$ cat src/rtl/cfgt_pkg.sv
package cfgt_pkg;
  localparam int CFG_DW = 32;

  // Dword index of each implemented register (byte offset >> 2)
  localparam int IDX_IDENT = 0;
  localparam int IDX_CMD   = 1;
  localparam int IDX_BASE  = 4;
  localparam int IDX_IRQ   = 15;

  localparam int CMD_MEMEN_BIT = 1;
  localparam int IRQ_W         = 8;

  typedef struct packed {
    logic ident;
    logic cmd;
    logic base;
    logic irq;
  } cfgt_regsel_t;
endpackage

$ cat src/rtl/cfgt_rst_sync.sv
module cfgt_rst_sync (
  input  logic clk,
  input  logic rst_n,
  output logic rst_n_sync
);
  logic stage_q;
  logic out_q;

  always_ff @(posedge clk or negedge rst_n) begin
    if (!rst_n) begin
      stage_q <= 1'b0;
      out_q   <= 1'b0;
    end else begin
      stage_q <= 1'b1;
      out_q   <= stage_q;
    end
  end

  assign rst_n_sync = out_q;
endmodule

$ cat src/rtl/cfgt_decode.sv
module cfgt_decode
  import cfgt_pkg::*;
#(
  parameter int OFF_W = 8
) (
  input  logic [OFF_W-1:0] off,
  output cfgt_regsel_t     sel
);
  localparam int IDX_W = OFF_W - 2;

  logic [IDX_W-1:0] dw_idx;

  assign dw_idx    = off[OFF_W-1:2];
  assign sel.ident = (dw_idx == IDX_W'(IDX_IDENT));
  assign sel.cmd   = (dw_idx == IDX_W'(IDX_CMD));
  assign sel.base  = (dw_idx == IDX_W'(IDX_BASE));
  assign sel.irq   = (dw_idx == IDX_W'(IDX_IRQ));
endmodule

$ cat src/rtl/cfgt_regs.sv
module cfgt_regs
  import cfgt_pkg::*;
#(
  parameter logic [15:0] VENDOR_ID = 16'h1AB5,
  parameter logic [15:0] DEVICE_ID = 16'h0C21,
  parameter int          DEC_BITS  = 8
) (
  input  logic                clk,
  input  logic                rst_n,
  input  logic                wr_en,
  input  logic                rd_en,
  input  cfgt_regsel_t        sel,
  input  logic [CFG_DW-1:0]   wdata,
  input  logic [CFG_DW/8-1:0] be,
  output logic [DEC_BITS-1:0] base_hi,
  output logic                mem_en,
  output logic                rvalid,
  output logic [CFG_DW-1:0]   rdata
);
  localparam int INT_W = CFG_DW - DEC_BITS;

  logic [DEC_BITS-1:0] base_q, base_d;
  logic                memen_q, memen_d;
  logic [IRQ_W-1:0]    irq_q, irq_d;
  logic                rvalid_q, rvalid_d;
  logic [CFG_DW-1:0]   rdata_q, rdata_d;

  // Next-state: write path, masked per bit and per byte lane
  always_comb begin
    base_d  = base_q;
    memen_d = memen_q;
    irq_d   = irq_q;
    if (sel.base) begin
      for (int i = 0; i < DEC_BITS; i++) begin
        if (be[(INT_W + i) / 8]) base_d[i] = wdata[INT_W + i];
      end
    end
    if (sel.cmd && be[0]) memen_d = wdata[CMD_MEMEN_BIT];
    if (sel.irq && be[0]) irq_d   = wdata[IRQ_W-1:0];
  end

  // Next-state: read path
  always_comb begin
    rvalid_d = rd_en;
    rdata_d  = '0;
    if (sel.ident) rdata_d = {DEVICE_ID, VENDOR_ID};
    if (sel.cmd)   rdata_d[CMD_MEMEN_BIT] = memen_q;
    if (sel.base)  rdata_d[CFG_DW-1:INT_W] = base_q;
    if (sel.irq)   rdata_d[IRQ_W-1:0] = irq_q;
  end

  always_ff @(posedge clk or negedge rst_n) begin
    if (!rst_n) begin
      base_q  <= '0;
      memen_q <= 1'b0;
      irq_q   <= '0;
    end else if (wr_en) begin
      base_q  <= base_d;
      memen_q <= memen_d;
      irq_q   <= irq_d;
    end
  end

  always_ff @(posedge clk or negedge rst_n) begin
    if (!rst_n) begin
      rvalid_q <= 1'b0;
      rdata_q  <= '0;
    end else begin
      rvalid_q <= rvalid_d;
      if (rd_en) rdata_q <= rdata_d;
    end
  end

  assign base_hi = base_q;
  assign mem_en  = memen_q;
  assign rvalid  = rvalid_q;
  assign rdata   = rdata_q;
endmodule

$ cat src/rtl/cfgt_match.sv
module cfgt_match #(
  parameter int ADDR_W   = 32,
  parameter int DEC_BITS = 8
) (
  input  logic [ADDR_W-1:0]          addr,
  input  logic [DEC_BITS-1:0]        base_hi,
  input  logic                       mem_en,
  output logic                       hit,
  output logic [ADDR_W-DEC_BITS-1:0] offset
);
  assign hit    = mem_en && (addr[ADDR_W-1:ADDR_W-DEC_BITS] == base_hi);
  assign offset = addr[ADDR_W-DEC_BITS-1:0];
endmodule

$ cat src/rtl/cfgt_target.sv
module cfgt_target
  import cfgt_pkg::*;
#(
  parameter logic [15:0] VENDOR_ID = 16'h1AB5,
  parameter logic [15:0] DEVICE_ID = 16'h0C21,
  parameter int          DEC_BITS  = 8,
  parameter int          OFF_W     = 8
) (
  input  logic                       clk,
  input  logic                       rst_n,
  input  logic                       cfg_req,
  input  logic                       cfg_sel,
  input  logic                       cfg_we,
  input  logic [OFF_W-1:0]           cfg_off,
  input  logic [CFG_DW-1:0]          cfg_wdata,
  input  logic [CFG_DW/8-1:0]        cfg_be,
  output logic                       cfg_rvalid,
  output logic [CFG_DW-1:0]          cfg_rdata,
  input  logic [CFG_DW-1:0]          mem_addr,
  output logic                       mem_hit,
  output logic [CFG_DW-DEC_BITS-1:0] mem_offset
);
  logic                rst_n_int;
  logic                access;
  logic                wr_en;
  logic                rd_en;
  cfgt_regsel_t        sel;
  logic [DEC_BITS-1:0] base_hi;
  logic                mem_en;

  assign access = cfg_req && cfg_sel;
  assign wr_en  = access && cfg_we;
  assign rd_en  = access && !cfg_we;

  cfgt_rst_sync u_rst (
    .clk        (clk),
    .rst_n      (rst_n),
    .rst_n_sync (rst_n_int)
  );

  cfgt_decode #(.OFF_W(OFF_W)) u_dec (
    .off (cfg_off),
    .sel (sel)
  );

  cfgt_regs #(
    .VENDOR_ID (VENDOR_ID),
    .DEVICE_ID (DEVICE_ID),
    .DEC_BITS  (DEC_BITS)
  ) u_regs (
    .clk     (clk),
    .rst_n   (rst_n_int),
    .wr_en   (wr_en),
    .rd_en   (rd_en),
    .sel     (sel),
    .wdata   (cfg_wdata),
    .be      (cfg_be),
    .base_hi (base_hi),
    .mem_en  (mem_en),
    .rvalid  (cfg_rvalid),
    .rdata   (cfg_rdata)
  );

  cfgt_match #(.ADDR_W(CFG_DW), .DEC_BITS(DEC_BITS)) u_match (
    .addr    (mem_addr),
    .base_hi (base_hi),
    .mem_en  (mem_en),
    .hit     (mem_hit),
    .offset  (mem_offset)
  );
endmodule

$ cat config.mk
export PLATFORM = sky130hd
export DESIGN_NAME = cfgt_target
export DESIGN_NICKNAME = d
export VERILOG_FILES = /design/src/rtl/cfgt_pkg.sv /design/src/rtl/cfgt_rst_sync.sv /design/src/rtl/cfgt_decode.sv /design/src/rtl/cfgt_regs.sv /design/src/rtl/cfgt_match.sv /design/src/rtl/cfgt_target.sv
export SDC_FILE = /design/constraint.sdc
export NUM_CORES = 1
export LEC_CHECK = 0
export ABC_AREA = 1
export BUFFER_PORTS_ARGS = -buffer_cell sky130_fd_sc_hd__buf_4
export CAP_MARGIN = 20
export CORE_MARGIN = 2
export CORE_UTILIZATION = 47
export CTS_BUF_LIST = sky130_fd_sc_hd__clkbuf_8
export DETAILED_ROUTE_END_ITERATION = 8
export GPL_ROUTABILITY_DRIVEN = 0
export HOLD_SLACK_MARGIN = 0.05
export PLACE_DENSITY = 0.95
export SLEW_MARGIN = 5
export SYNTH_ARGS = -nofsm -noshare
export SYNTH_HDL_FRONTEND = slang
export SYNTH_HIERARCHICAL = 1
export SYNTH_SLANG_ARGS = --single-unit
$ cat constraint.sdc
create_clock -name clk -period 3.9 [get_ports clk]
set_clock_uncertainty 0.15 [all_clocks]
set_input_delay 0.585 -clock clk [delete_from_list [all_inputs] [get_ports clk]]
set_output_delay 0.585 -clock clk [all_outputs]
set_load 0.005 [all_outputs]
==> Word level (Yosys, flattened, before mapping) <==
Cells that the tools add are included.
{ "totals": {"inputBits": 81, "out_inout_bits": 58, "register_bits": 52, "word_cells": 26} }
{ "op_classes": {"eq_ne": 4, "reduce_logical": 11, "n_mux": 4} }
{ "ops": {"columns": ["cell", "count"], "rows": [
  ["$mux 28", 1],
  ["$mux 8", 2],
  ["$eq 8x8->1", 1],
  ["$eq 6x1->1 const B", 1],
  ["$eq 6x3->1 const B", 1],
  ["$eq 6x4->1 const B", 1],
  ["$logic_and 1x1->1", 6],
  ["$logic_not 6->1", 1],
  ["$reduce_and 2->1", 2],
  ["$reduce_and 3->1", 1],
  ["$logic_not 1->1", 1],
  ["$mux 1", 1]
]} }

==> Depth between registers and ports, before layout <==
{ "depth": {"depth_word": 4, "depth_mapped": 9, "ltp_nobuf": 8} }

==> By module <==
Netlist, hierarchy kept.
{ "modules_own_cells": {"columns": ["mod", "cells_per_inst", "area_each_um2", "n_inst"], "rows": [
  ["cfgt_regs", 180, 1627.8, 1],
  ["cfgt_match", 59, 332.8, 1],
  ["cfgt_decode", 16, 66.3, 1],
  ["cfgt_rst_sync", 3, 53.8, 1],
  ["cfgt_target", 4, 15.0, 1]
]} }

==> Least setup slack after synthesis <==
No wires, ideal clock.
{ "synth_timing": {"path_kind": "in2out", "start": "input port mem_addr[28]", "end": "output port mem_hit", "required_ps": 3165, "path_slack_ps": 2215, "t_arrival_ps": 950, "path_stages": 6, "n_path_buf": 0, "path_cell_list": "inv_1 -> nand2_1 -> nand2_1 -> nor2_1 -> nand3_1 -> nor2_2"} }
{ "synth_between": {"elab_chain_len": 2} }
{ "synth_lines": {"columns": ["element", "line", "rtl"], "rows": [
  ["from (decl)", "cfgt_target.sv:19", "input logic [CFG_DW-1:0] mem_addr,"],
  ["$eq 8x8->1", "cfgt_match.sv:11", "assign hit = mem_en && (addr[ADDR_W-1:ADDR_W-DEC_BITS] == base_hi);"],
  ["$logic_and 1x1->1", "cfgt_match.sv:11", null],
  ["to (decl)", "cfgt_target.sv:20", "output logic mem_hit,"]
]} }
Every way passes these cells.

==> run summary <==
initial antenna violation count - 0
Setup TNS Final - 0 ns
Worst setup EP type - flip-flop
period utilization - 51.9%
DIE AREA - 0.00501 mm2
worst-path cell chain - buf_4 > nor2_2 > nand2_1 > nor2_1 > nand3_4 > nand2_1 > o21ai_2
ant diodes - 0
share of total power in combinational logic - 10.9%
WS Path Type - in2reg
Post-synth top cells - 95 x nand2_1, 40 x buf_4, 37 x dfrtp_1
Worst Setup Start Kind - primary input
clk buf depth - 2
number of flops mapped to enable cells by yosys - 0
share of layout cells above drive strength 1 - 32.3%
Clock Sinks - 37
Num CTS Buffers - 5
fmax - 0.494 GHz
CTS tree - done
FFs w/ async S/R, synth - 100%
Max IR drop VDD - 0.000190 V
post-synthesis cell area - 0.00210 mm2
PwrDens - 296 mW/mm2
cell internal pwr - 0.549 mW
Min-Delay Path Class - reg2async
Core Rows - 24
clock root cell - clkbuf_8
CP bufs+invs - 1
I/O pin cnt - 139
vias in the first global route - 1522
port bufs - 59
drt wl/cell - 11.1 um
Final Net Count - 377
final setup vio count - 0
RSZ-0062 raised after global routing - false
layout overhead on the synthesized area - 14.8%
Core ar. - 0.00432 mm2
Worst path most repeated cell - nand2_1
Reg power frac - 55.7%
syn avg cell area - 8.00 um2
top_reg_cell synth - dfrtp_1
DRT Wirelength - 3.86 mm
Finished Core Util - 55.6%
top area cells in the synthesized netlist - dfrtp_1 44%, nand2_1 17%, buf_4 14%
slew margin rel. - 41.9%
Routed Antenna Nets - 0
Crit-path slowest cell - nor2_1
largest net degree at the start of global routing - 36
max incr delay on CP - 0.53 ns
hpwl dp - 3.08 mm
global route total overflow - 0
post-synthesis sequential area ratio - 44.2%
Worst Path Arrival - 2.04 ns
DR pass1 iterations - 4
Vias - 1575
DRC - 0
area leader, netlist - dfrtp_1
Die Wd - 70.8 um
Lkg Pwr - 1.39 nW
Crit path max-delay family - simple AND/OR/NAND/NOR gates
WP data required - 3.92 ns
Iter 0 DRT Violations - 51
Initial Utilization - 48.5%
worst skew pair latency - 0.28 ns
switching power - 0.164 mW
Clock power frac - 33.3%
via/cell ratio - 4.51
critical-path maximum fanout - 16
worst slew pin tran - 0.869 ns
Hold Violations, Final - 0
final period demand of the worst path - 2.03 ns
top-count cell post-synth - nand2_1
All-Layer GR Usage - 16.1%
Die Height - 70.8 um
warnings from Yosys - 6
max_cap viols - 0
distinct cell type count after synthesis - 18
Syn Inst Count - 262
status - complete, no violations
register bit total from synthesis - 37
sw frac - 23.0%
clk slew on worst S/H paths - 0.06 ns
Slew Viols, Final - 0
post-synth top area share - 44.2%
first-pass GRT wire length - 6.46 mm
H-tree level count - 2
==> through the flow <==
| stage | setup slack [ns] | instance area (um2) | cells | hold WS, ns | total power, mW |
|---|---|---|---|---|---|
| 5_1_grt | 1.72 | 2410 | 349 | 0.181 | 0.745 |
| 2_1_floorplan | 2.21 | 2130 | 272 | 0.139 | 0.468 |
| 4_1_cts | 1.88 | 2410 | 349 | 0.150 | 0.722 |
| 6_report | 1.87 | 2410 | 349 | 0.131 | 0.713 |
| 3_3_place_gp | 1.64 | 2320 | 340 | 0.127 | 0.479 |
| 3_5_place_dp | 1.58 | 2320 | 340 | 0.140 | 0.482 |
==> timing repair <==
item / 4_1_cts / 5_1_grt
endpoints found under the hold margin: 2 / 0
setup buffers: 0 / 0
hold buffers: 1 / 0
gates resized for setup: 0 / 0
==> cell usage in the layout (no fill, tap or decap), drive strengths merged <==
cell and count:
inv 37, conb 12, buf 60, dlygate4sd3 1, o21ai 17, nand3b 1
o21a 1, xnor2 2, clkbuf 5, nand2 99, nand3 11, nor2 14
dfrtp 37
==> kinds of logic (layout without fill, tap and decap cells) <==
| logic type | Yosys count | count (layout) | synth area share, % |
|---|---|---|---|
| other cells | 2 | 12 | 0.358 |
| buf+inv | 78 | 103 | 22.0 |
| flops | 37 | 37 | 44.2 |
| xor+xnor | 2 | 2 | 0.836 |
| simple gates | 125 | 125 | 25.4 |
| compound gates | 18 | 18 | 7.28 |
==> power groups by stage <==
| stage | Clock [mW] | Sequential [mW] | Combinational [mW] |
|---|---|---|---|
| 2_1_floorplan | 0 | 0.408 | 0.0596 |
| 3_3_place_gp | 0 | 0.404 | 0.0754 |
| 3_5_place_dp | 0 | 0.404 | 0.0777 |
| 4_1_cts | 0.246 | 0.397 | 0.0788 |
| 5_1_grt | 0.259 | 0.398 | 0.0882 |
| 6_report | 0.238 | 0.397 | 0.0780 |
==> layer usage <==
layer / GRT usage [%] / up-vias / part of all wire, %
met1: 19.8 / 700 / 41
met2: 26.8 / 60 / 49
li1: - / 801 / -
met4: 10.9 / 0 / 3.6
met5: 0 / - / 0
met3: 1.71 / 14 / 5.7
==> path summary, 6_finish.rpt <==
path / from / to / slack, ns / depth (start not counted)
max in group asynchronous: rst_n / u_rst/rst_n_sync$_DFF_PN0_ / 3.04 / 2
min reg2reg: u_rst/rst_n_sync$_DFF_PN0_ / u_regs/rdata[4]$_DFFE_PN0P_ / 0.13 / 1
min in group clk: u_rst/stage_q$_DFF_PN0_ / u_rst/rst_n_sync$_DFF_PN0_ / 0.20 / 0
max: cfg_off[7] / u_regs/irq_q[4]$_DFFE_PN0P_ / 1.87 / 7
min: u_rst/rst_n_sync$_DFF_PN0_ / u_regs/rdata[4]$_DFFE_PN0P_ / 0.13 / 1
max reg2reg: u_regs/irq_q[1]$_DFFE_PN0P_ / u_regs/rdata[1]$_DFFE_PN0P_ / 2.98 / 4
==> cell type report <==
cell class / instances / area [um2]
Clock buffer: 5 / 68.8
Clock inverter: 3 / 11.3
Fill cell: 398 / 1920
Inverter: 34 / 128
Multi-Input combinational cell: 157 / 747
Sequential cell: 37 / 926
Tap cell: 52 / 65.1
Timing Repair Buffer: 61 / 460
==> state kept, by name, summed over array words and instances, names as in the netlist <==
register          flops
u_regs/rvalid         1
u_regs/base_hi        8
u_regs/mem_en         1
u_rst/rst_n_sync      1
u_regs/rdata         17
u_regs/irq_q          8
u_rst/stage_q         1
Note: power is estimated with default switching activity, not from simulation.
